## config.mk

```make
export PLATFORM = sky130hd
export DESIGN_NAME = gpio4_port
export DESIGN_NICKNAME = d
export VERILOG_FILES = /design/src/rtl/gpio4_port.sv
export SDC_FILE = /design/constraint.sdc
export NUM_CORES = 1
export LEC_CHECK = 0
export ABC_AREA = 1
export BUFFER_PORTS_ARGS = -buffer_cell sky130_fd_sc_hd__buf_2
export CAP_MARGIN = 15
export CORE_MARGIN = 10
export CORE_UTILIZATION = 36
export CTS_CLUSTER_DIAMETER = 30
export DETAILED_ROUTE_END_ITERATION = 7
export PLACE_DENSITY = 0.76
export SYNTH_ARGS = -nofsm -noshare
export SYNTH_HDL_FRONTEND = slang
export SYNTH_SLANG_ARGS = --single-unit
```

## constraint.sdc

```tcl
create_clock -name clk -period 0.8 [get_ports clk]
set_input_delay 0.04 -clock clk [delete_from_list [all_inputs] [get_ports clk]]
set_output_delay 0.04 -clock clk [all_outputs]
set_load 0.05 [all_outputs]
```

## src/rtl/gpio4_port.sv

```systemverilog
module gpio4_port #(
  parameter int NPINS = 4,
  parameter int DW = 8,
  parameter int AW = 8,
  parameter logic [AW-1:0] PIN_ADDR = 8'h19,
  parameter logic [AW-1:0] DIR_ADDR = 8'h1A,
  parameter logic [AW-1:0] LAT_ADDR = 8'h1B,
  parameter logic [NPINS-1:0] GP_MASK = 4'b1011
) (
  input  logic             clk,
  input  logic             rst_n,
  input  logic [AW-1:0]    bus_addr,
  input  logic             bus_wr,
  input  logic [DW-1:0]    bus_wdata,
  output logic [DW-1:0]    bus_rdata,
  input  logic [NPINS-1:0] pin_in,
  input  logic             mod_in,
  output logic [NPINS-1:0] pad_oe,
  output logic [NPINS-1:0] pad_out,
  output logic [NPINS-1:0] pad_pu
);
  localparam logic [NPINS-1:0] FIXED_OUT = ~GP_MASK;
  localparam logic [DW-1:0]    RD_MASK = {{(DW-NPINS){1'b0}}, GP_MASK};

  logic [NPINS-1:0] dir_q, lat_q, sync1_q, sync2_q;
  logic wr_dir, wr_lat;

  assign wr_dir = bus_wr && (bus_addr == DIR_ADDR);
  assign wr_lat = bus_wr && (bus_addr == LAT_ADDR);

  always_ff @(posedge clk or negedge rst_n) begin
    if (!rst_n) begin
      dir_q <= '0;
      lat_q <= '0;
    end else begin
      if (wr_dir) dir_q <= bus_wdata[NPINS-1:0] & GP_MASK;
      if (wr_lat) lat_q <= bus_wdata[NPINS-1:0] & GP_MASK;
    end
  end

  always_ff @(posedge clk or negedge rst_n) begin
    if (!rst_n) begin
      sync1_q <= '0;
      sync2_q <= '0;
    end else begin
      sync1_q <= pin_in & GP_MASK;
      sync2_q <= sync1_q;
    end
  end

  assign pad_oe  = dir_q | FIXED_OUT;
  assign pad_out = (dir_q & lat_q) | (FIXED_OUT & {NPINS{mod_in}});
  assign pad_pu  = ~dir_q & lat_q & GP_MASK;

  always_comb begin
    case (bus_addr)
      PIN_ADDR: bus_rdata = {{(DW-NPINS){1'b0}}, sync2_q};
      DIR_ADDR: bus_rdata = {{(DW-NPINS){1'b0}}, dir_q};
      LAT_ADDR: bus_rdata = {{(DW-NPINS){1'b0}}, lat_q};
      default:  bus_rdata = '0;
    endcase
  end

  p_dir_write_r2: assert property (@(posedge clk) disable iff (!rst_n)
    (bus_wr && bus_addr == DIR_ADDR) |=> (pad_oe == (($past(bus_wdata[NPINS-1:0]) & GP_MASK) | FIXED_OUT)));

  p_lat_write_r5: assert property (@(posedge clk) disable iff (!rst_n)
    (bus_wr && bus_addr == LAT_ADDR) |=> (lat_q == ($past(bus_wdata[NPINS-1:0]) & GP_MASK)));

  p_hold_r8: assert property (@(posedge clk) disable iff (!rst_n)
    !(bus_wr && (bus_addr == DIR_ADDR || bus_addr == LAT_ADDR)) |=> ($stable(dir_q) && $stable(lat_q)));

  p_pu_excl_r4: assert property (@(posedge clk) disable iff (!rst_n)
    (pad_pu & pad_oe) == '0);

  p_pin_pad_r6: assert property (@(posedge clk) disable iff (!rst_n)
    (bus_addr == PIN_ADDR) |-> ((bus_rdata & ~RD_MASK) == '0));

  p_fixed_out_r7: assert property (@(posedge clk) disable iff (!rst_n)
    ((pad_oe & FIXED_OUT) == FIXED_OUT) && ((pad_pu & FIXED_OUT) == '0));
endmodule

```

Word level (Yosys, flattened, before mapping)

Cells that the tools add are included.

Flip-flop bits (word level): 12
Bits of input ports: 24
Output and inout bits: 20
Word-level logic and storage cells: 14

Eq/ne operators: 3
Muxes and demuxes: 1
Bitwise logic cells: 4
Reductions and logical operators: 2

Operators by type and width:

| cell               | count |
|---|---|
| $eq 8x5->1 const B | 3 |
| $pmux 4 s3         | 1 |
| $and 4x4->4        | 2 |
| $not 4->4          | 1 |
| $or 4x3->4         | 1 |
| $logic_and 1x1->1  | 2 |

Logic depth before layout (Yosys ltp)

Gate-level depths: netlist (run 1).

Depth after elaboration: 2
Gate-level depth with buffers: 6
Depth with buffers taken out: 6

Worst setup path before layout (run 1)

Ideal clock, no wire load.

Path type: register to output
Start: reg dir_q[0]
End: out pad_pu[0]
Data arrival time: 1314 ps
Data required time: 760 ps
Slack: -554 ps
Stages on the path, launching flop included: 2
Buffers on the path: 0
Cell sequence: dfrtp_1 -> nor2_1

Cells in the longest elaborated chain, start to end: 2

Ends and longest elaborated chain:

| item                   | RTL line | source |
|---|---|---|
| from (decl)            | 25       | `logic [NPINS-1:0] dir_q, lat_q, sync1_q, sync2_q;` |
| from (signal assigned) | 36       | `if (wr_dir) dir_q <= bus_wdata[NPINS-1:0] & GP_MASK;` |
| $not 4->4              | 53       | `assign pad_pu = ~dir_q & lat_q & GP_MASK;` |
| $and 4x4->4            | 53       |  |
| to (decl)              | 20       | `output logic [NPINS-1:0] pad_pu` |

No other way between the ends.

Worst setup path after layout (run 1)

Start: reg lat_q[0]
End: out bus_rdata[0]

Cells in the longest elaborated chain, start to end: 1

Ends and longest elaborated chain:

| item                   | RTL line | source |
|---|---|---|
| from (decl)            | 25       |  |
| from (signal assigned) | 37       | `if (wr_lat) lat_q <= bus_wdata[NPINS-1:0] & GP_MASK;` |
| $pmux 4 s3             | 56       | `case (bus_addr)` |
| to (decl)              | 15       | `output logic [DW-1:0] bus_rdata,` |

No other way between the ends.

==> impl_metrics.yaml, run 1 <==
route:
  postRouteWirelength_mm: 1.90
  num_vias: 654
  drt_iter0_markers: 13
  ant_nets: 0
  vias_per_cell: 4.42
  drt_first_pass_iters: 4
  drc: 0
  routedWlPerCell_um: 12.8
synthesis:
  synthCells: 84
  yosysWarnings: 0
  yosysMostFrequentCell: "nand2_1"
  synth.cell_area_um2: 668
  synth_area_per_cell_um2: 7.95
  synth_seq_cells: 12
  synthFlopType: "dfrtp_1"
  ys_top_cells_by_area: "dfrtp_1 45%, nand2_1 11%, nand3_1 10%"
  ys_types: 12
  yosysTopAreaCell: "dfrtp_1"
  synth_edf_count: 0
  async_reset_ff_share_pct: 100
  synth_common_cells: "19 x nand2_1, 14 x nand3_1, 12 x dfrtp_1, 12 x inv_1, 8 x buf_4"
  ys_seq_area_share_pct: 44.9
  synth_top_area_share_pct: 44.9
place:
  port_buffers: 28
  dp_hpwl_mm: 1.39
  dp_slack_ns: -0.288
  gp_congestion: 0.778
  dp.cells: 136
clock_network:
  clk_latency_ns: 0.26
  cts_root_buf: "clkbuf_4"
  cts.path.max_buffers: 2
  cts_buffers: 3
  path_clk_slew_ns: 0.07
  cts_tree: "done"
  clock-sinks: 12
  h-tree-depth: 1
timing:
  post-route-period-util_pct: 138
  rsz0062_at_grt: "true"
  clock.fmax_ghz: 0.907
  fin_crit_ns: 1.10
  setup_viol: 12
  finClkSkew_ns: 0.0000363
  finalHoldViolations: 0
  finalWorstSetupSlack_ns: -0.303
  drv_slew: 0
  holdWs_ns: 0.0417
worst_setup_path:
  crit_top_cell: "nand3_4"
  cp-end-kind: "output pin"
  rr_endpoint: "lat_q[1]$_DFFE_PN0P_"
  r2r_setup_slack_ns: 0.01
  start_kind: "flip-flop"
  slowest_delay_ns: 0.46
  slowest_stage: "dfrtp_2"
  cpLargestDelayFamily: "flip-flops"
  crit_start: "lat_q[0]$_DFFE_PN0P_"
  path_cells: "nand3_4, nand3_4, buf_8"
  cp_num_buf_inv: 1
  r2r_start: "lat_q[1]$_DFFE_PN0P_"
  worstRegToRegCells: 3
  critPathRequiredTime_ns: 0.76
  crit_type: "reg2out"
  path_max_fanout: 4
  cp.arrival_ns: 1.06
layout:
  finalNonFillerCells: 148
  drive_gt1_share_pct: 60.2
  num_antenna_cells: 0
  fin_nets: 148
  fin_util_pct: 66.5
  area_delta_synth_final_pct: 73.8
floorplanning:
  core_area_um2: 1750
  die_y_um: 63.1
  start_util_pct: 38.3
  rows: 15
  num_io_pins: 44
  die_x_um: 63.1
  die-area_um2: 3980
global_route:
  antenna_found_initial: 0
  grt_pass1_wl_mm: 2.86
  grt_pass1_vias: 615
  overflow: 0
  grt_usage_pct: 8.76
  grt_max_degree: 13
outcome:
  outcome: "complete, but fails checks"
  violations: "negative setup slack"
power:
  peakVddDrop_mv: 0.771
  total_power_mw: 1.40
  total_leakage_power_nw: 0.548
  pwr_density_cell_nw_per_um2: 1210
worst_hold_path:
  hold_path_end: "lat_q[0]$_DFFE_PN0P_"
  hp-class: "in2reg"
  whs_path_depth: 3
  timing.hold.worst.start: "bus_wdata[0]"
run:
  max_cap_violations: 0
-- final cells by class --
type | instances | area (um^2)
tap | 25 | 31.3
timing repair buffer | 39 | 338
sequential | 12 | 307
inverter | 12 | 56.3
clock buffer | 4 | 26.3
fill | 140 | 584
multi-input combinational | 56 | 403
-- metrics by stage --
step / setup TNS, ns / cell area (um^2)
2_1_floorplan: -0.887 / 785
4_1_cts: -3.28 / 1080
3_5_place_dp: -2.59 / 911
6_report: -3.05 / 1160
3_3_place_gp: -2.29 / 911
5_1_grt: -3.70 / 1160
-- timing repair --
item,CTS,global route
pin swaps,2,6
setup endpoints to repair,12,18
gates resized for setup,30,17
setup buffers,0,4
hold buffers,4,0
cloned,0,1
hold endpoints to repair,15,0
-- cell families (layout without fill, tap and decap cells) --
| kind of cell | count (synthesis) | in the layout | share of synthesized area [%] |
|---|---|---|---|
| other | 2 | 7 | 1.12 |
| and+or+nand+nor | 48 | 49 | 36.0 |
| DFF | 12 | 12 | 44.9 |
| buffers and inverters | 22 | 55 | 18.0 |
-- worst min-delay path: cells and delay by family --
kind | cells | cell delay (ns)
buf+inv | 1 | 0.11
simple gates | 2 | 0.13
-- layer usage --
| layer | part of all wire [%] | vias to the layer above | GRT usage, % |
|---|---|---|---|
| met5 | 0 | - | 0 |
| met4 | 0.53 | 0 | 5.87 |
| met3 | 9.0 | 2 | 3.18 |
| met2 | 49 | 25 | 14.3 |
| met1 | 41 | 301 | 9.20 |
| li1 | - | 326 | - |
-- state kept, by name (all words and copies together) (netlist names) --
| signal | flops |
|---|---|
| sync1_q | 3 |
| lat_q | 3 |
| dir_q | 3 |
| sync2_q | 3 |
-- cells in the final DEF (no fill, tap or decap), drive strengths merged --
cell         synthesis  final
buf                  9     34
clkbuf               1      5
clkinvlp             0      3
conb                 2      7
dfrtp               12     12
dlygate4sd3          0      4
inv                 12      9
nand2               21     21
nand3               14     14
nand4                6      6
nor2                 7      8
-- power by group --
group	internal (mW)	switching, mW
clock network	0.193	0.183
registers	0.638	0.0342
logic	0.119	0.233
total	0.950	0.450
-- worst max-delay path by stage --
stage,endpoint,slack [ns],cells past startpoint
2_1_floorplan,pad_out[0],-0.12,2
3_3_place_gp,bus_rdata[0],-0.24,7
3_5_place_dp,bus_rdata[1],-0.29,7
4_1_cts,bus_rdata[1],-0.31,3
5_1_grt,pad_pu[1],-0.37,3
6_report,bus_rdata[0],-0.30,3
(Power assumes the default switching activity.)
==> run 2: changes to the inputs <==
Settings changed: ABC_AREA 1 to not set, CORE_UTILIZATION 36 to 35.
==> run 2 against run 1 <==
Effect of this change:
- the run still ends with negative setup slack left
- register-to-register slack lost 0.24 ns
- sequential power shrank 3%
- synthesized area shrank 8.8%
- critical path depth grew 1
- non-clock buffer count grew 7
- synthesized cell count shrank 39%
- routed wire length shrank 5.8%
- maximum frequency shrank 21%
==> impl_metrics.yaml, run 2 <==
clock_network:
  h-tree-depth: 1
  cts_root_buf: "clkbuf_4"
  path_clk_slew_ns: 0.07
  cts.path.max_buffers: 2
  clock-sinks: 12
  cts_buffers: 3
  cts_tree: "done"
  clk_latency_ns: 0.26
synthesis:
  yosysWarnings: 0
  synth_top_area_share_pct: 49.3
  yosysTopAreaCell: "dfrtp_1"
  ys_top_cells_by_area: "dfrtp_1 49%, mux2_2 11%, buf_4 9.9%"
  yosysMostFrequentCell: "dfrtp_1"
  synth_seq_cells: 12
  ys_types: 16
  synthFlopType: "dfrtp_1"
  synth_area_per_cell_um2: 11.9
  ys_seq_area_share_pct: 49.3
  synth_edf_count: 0
  synth_common_cells: "12 x dfrtp_1, 8 x buf_4, 6 x mux2_2, 4 x nor2b_1"
  async_reset_ff_share_pct: 100
  synth.cell_area_um2: 609
  synthCells: 51
layout:
  area_delta_synth_final_pct: 88.9
  seq_area_um2: 304
  fin_util_pct: 68.1
  nFillCells: 130
  drive_gt1_share_pct: 75.5
  fin_nets: 123
  final_cell_mix: "15 x buf_2, 12 x buf_6, 9 x dfrtp_1"
  multiInputGateArea_um2: 363
  num_antenna_cells: 0
  final_common_cell: "buf_2"
place:
  port_buffers: 28
  gp_congestion: 0.696
  dp_hpwl_mm: 1.38
power:
  pwr_density_cell_nw_per_um2: 1320
  peakVddDrop_mv: 0.996
  total_power_mw: 1.52
  total_leakage_power_nw: 0.562
timing:
  holdWs_ns: 0.0234
  clock.fmax_ghz: 0.716
  fin_crit_ns: 1.40
  post-route-period-util_pct: 175
  drv_slew: 0
  finClkSkew_ns: 0.0000670
  finalHoldViolations: 0
  finalWorstSetupSlack_ns: -0.597
  rsz0062_at_grt: "true"
  setup_viol: 18
global_route:
  top_usage_layer: "met2"
  grt_pass1_wl_mm: 2.46
  overflow: 0
  grt_pass1_vias: 576
  met1_usage_pct: 7.63
  grt_usage_pct: 8.90
  grt_max_degree: 13
  antenna_found_initial: 0
  grtUsageMet2_pct: 17.6
  met3_usage_pct: 4.67
outcome:
  outcome: "complete, but fails checks"
  violations: "negative setup slack"
worst_setup_path:
  r2r_setup_slack_ns: -0.23
  critPathRequiredTime_ns: 0.95
  worstRegToRegCells: 3
  r2r_start: "dir_q[3]$_DFFE_PN0P_"
  crit_type: "in2reg"
  cp-end-kind: "flip-flop"
  rr_endpoint: "dir_q[3]$_DFFE_PN0P_"
  start_kind: "input pin"
  crit_start: "bus_addr[7]"
  cp.arrival_ns: 1.55
  path_max_fanout: 3
  crit_path_end: "lat_q[1]$_DFFE_PN0P_"
route:
  routedWlPerCell_um: 15.5
  num_vias: 540
  drc: 0
  drt_first_pass_iters: 3
  vias_per_cell: 4.70
  ant_nets: 0
  postRouteWirelength_mm: 1.79
  drt_iter0_markers: 3
floorplanning:
  die-area_um2: 3810
  die_y_um: 61.7
  start_util_pct: 36.1
  die_x_um: 61.7
  num_io_pins: 44
  rows: 15
  core_area_um2: 1690
worst_hold_path:
  whs_path_depth: 2
  hp-class: "in2reg"
run:
  max_cap_violations: 0
-- run 2: worst max-delay path, stage by stage --
cell	delay (ns)
buf_6	0.09
or4b_4	0.56
or4_4	0.54
mux2_4	0.32
-- run 2: where the power goes --
group	leakage, nW	switching [mW]	internal (mW)
Combinational	0.393	0.232	0.185
Sequential	0.148	0.0156	0.637
Clock	0.0210	0.179	0.276
Total	0.562	0.426	1.10
-- run 2: stage by stage --
stage	cells	setup TNS, ns	cell area, um^2	setup WS (ns)
after global placement	102	-7.22	848	-0.832
after global routing	115	-8.22	1150	-0.624
after floorplan	56	-6.21	679	-0.715
final	115	-7.64	1150	-0.597
after CTS	110	-7.10	1070	-0.598
after detailed placement	102	-7.45	848	-0.859
-- run 2: logic make-up (layout without fill, tap and decap cells) --
| family | after synthesis | after routing | share of synthesized area (%) |
|---|---|---|---|
| AND/OR/NAND/NOR | 16 | 16 | 16.8 |
| flip-flops | 12 | 12 | 49.3 |
| multiplexers | 9 | 9 | 18.5 |
| buffers and inverters | 9 | 51 | 10.5 |
| AO/OA/AOI/OAI | 3 | 3 | 3.70 |
| other | 2 | 7 | 1.23 |
-- run 2: layer usage --
| metal | routed length (um) | vias to the layer above |
|---|---|---|
| met3 | 141 | 0 |
| met1 | 582 | 266 |
| met5 | 0 | - |
| met4 | 0 | 0 |
| met2 | 1060 | 21 |
| li1 | - | 253 |
-- run 2: area by class of cell --
cell class              count  area share, %
repair buffers             46           36.7
flip-flops and latches     12           26.4
well taps                  17           1.85
clock buffers               4           3.15
inverters                   1          0.326
multi-input cells          35           31.5
-- run 2: repair_timing --
| item | in CTS | in global routing |
|---|---|---|
| pin swaps | 6 | 5 |
| hold buffers | 4 | 0 |
| setup endpoints to repair | 18 | 18 |
| setup buffers | 0 | 7 |
| resized for setup | 40 | 11 |
| endpoints found under the hold margin | 15 | 0 |
-- run 2: how the worst min path moves through the flow --
stage	slack (ns)	startpoint	endpoint
global placement	-0.08	rst_n	sync1_q[3]$_DFF_PN0_
global route	0.02	bus_wdata[1]	dir_q[1]$_DFFE_PN0P_
finish	0.02	bus_wdata[0]	lat_q[0]$_DFFE_PN0P_
floorplan	-0.26	rst_n	dir_q[0]$_DFFE_PN0P_
detailed placement	-0.07	rst_n	sync1_q[0]$_DFF_PN0_
CTS	0.02	bus_wdata[0]	lat_q[0]$_DFFE_PN0P_
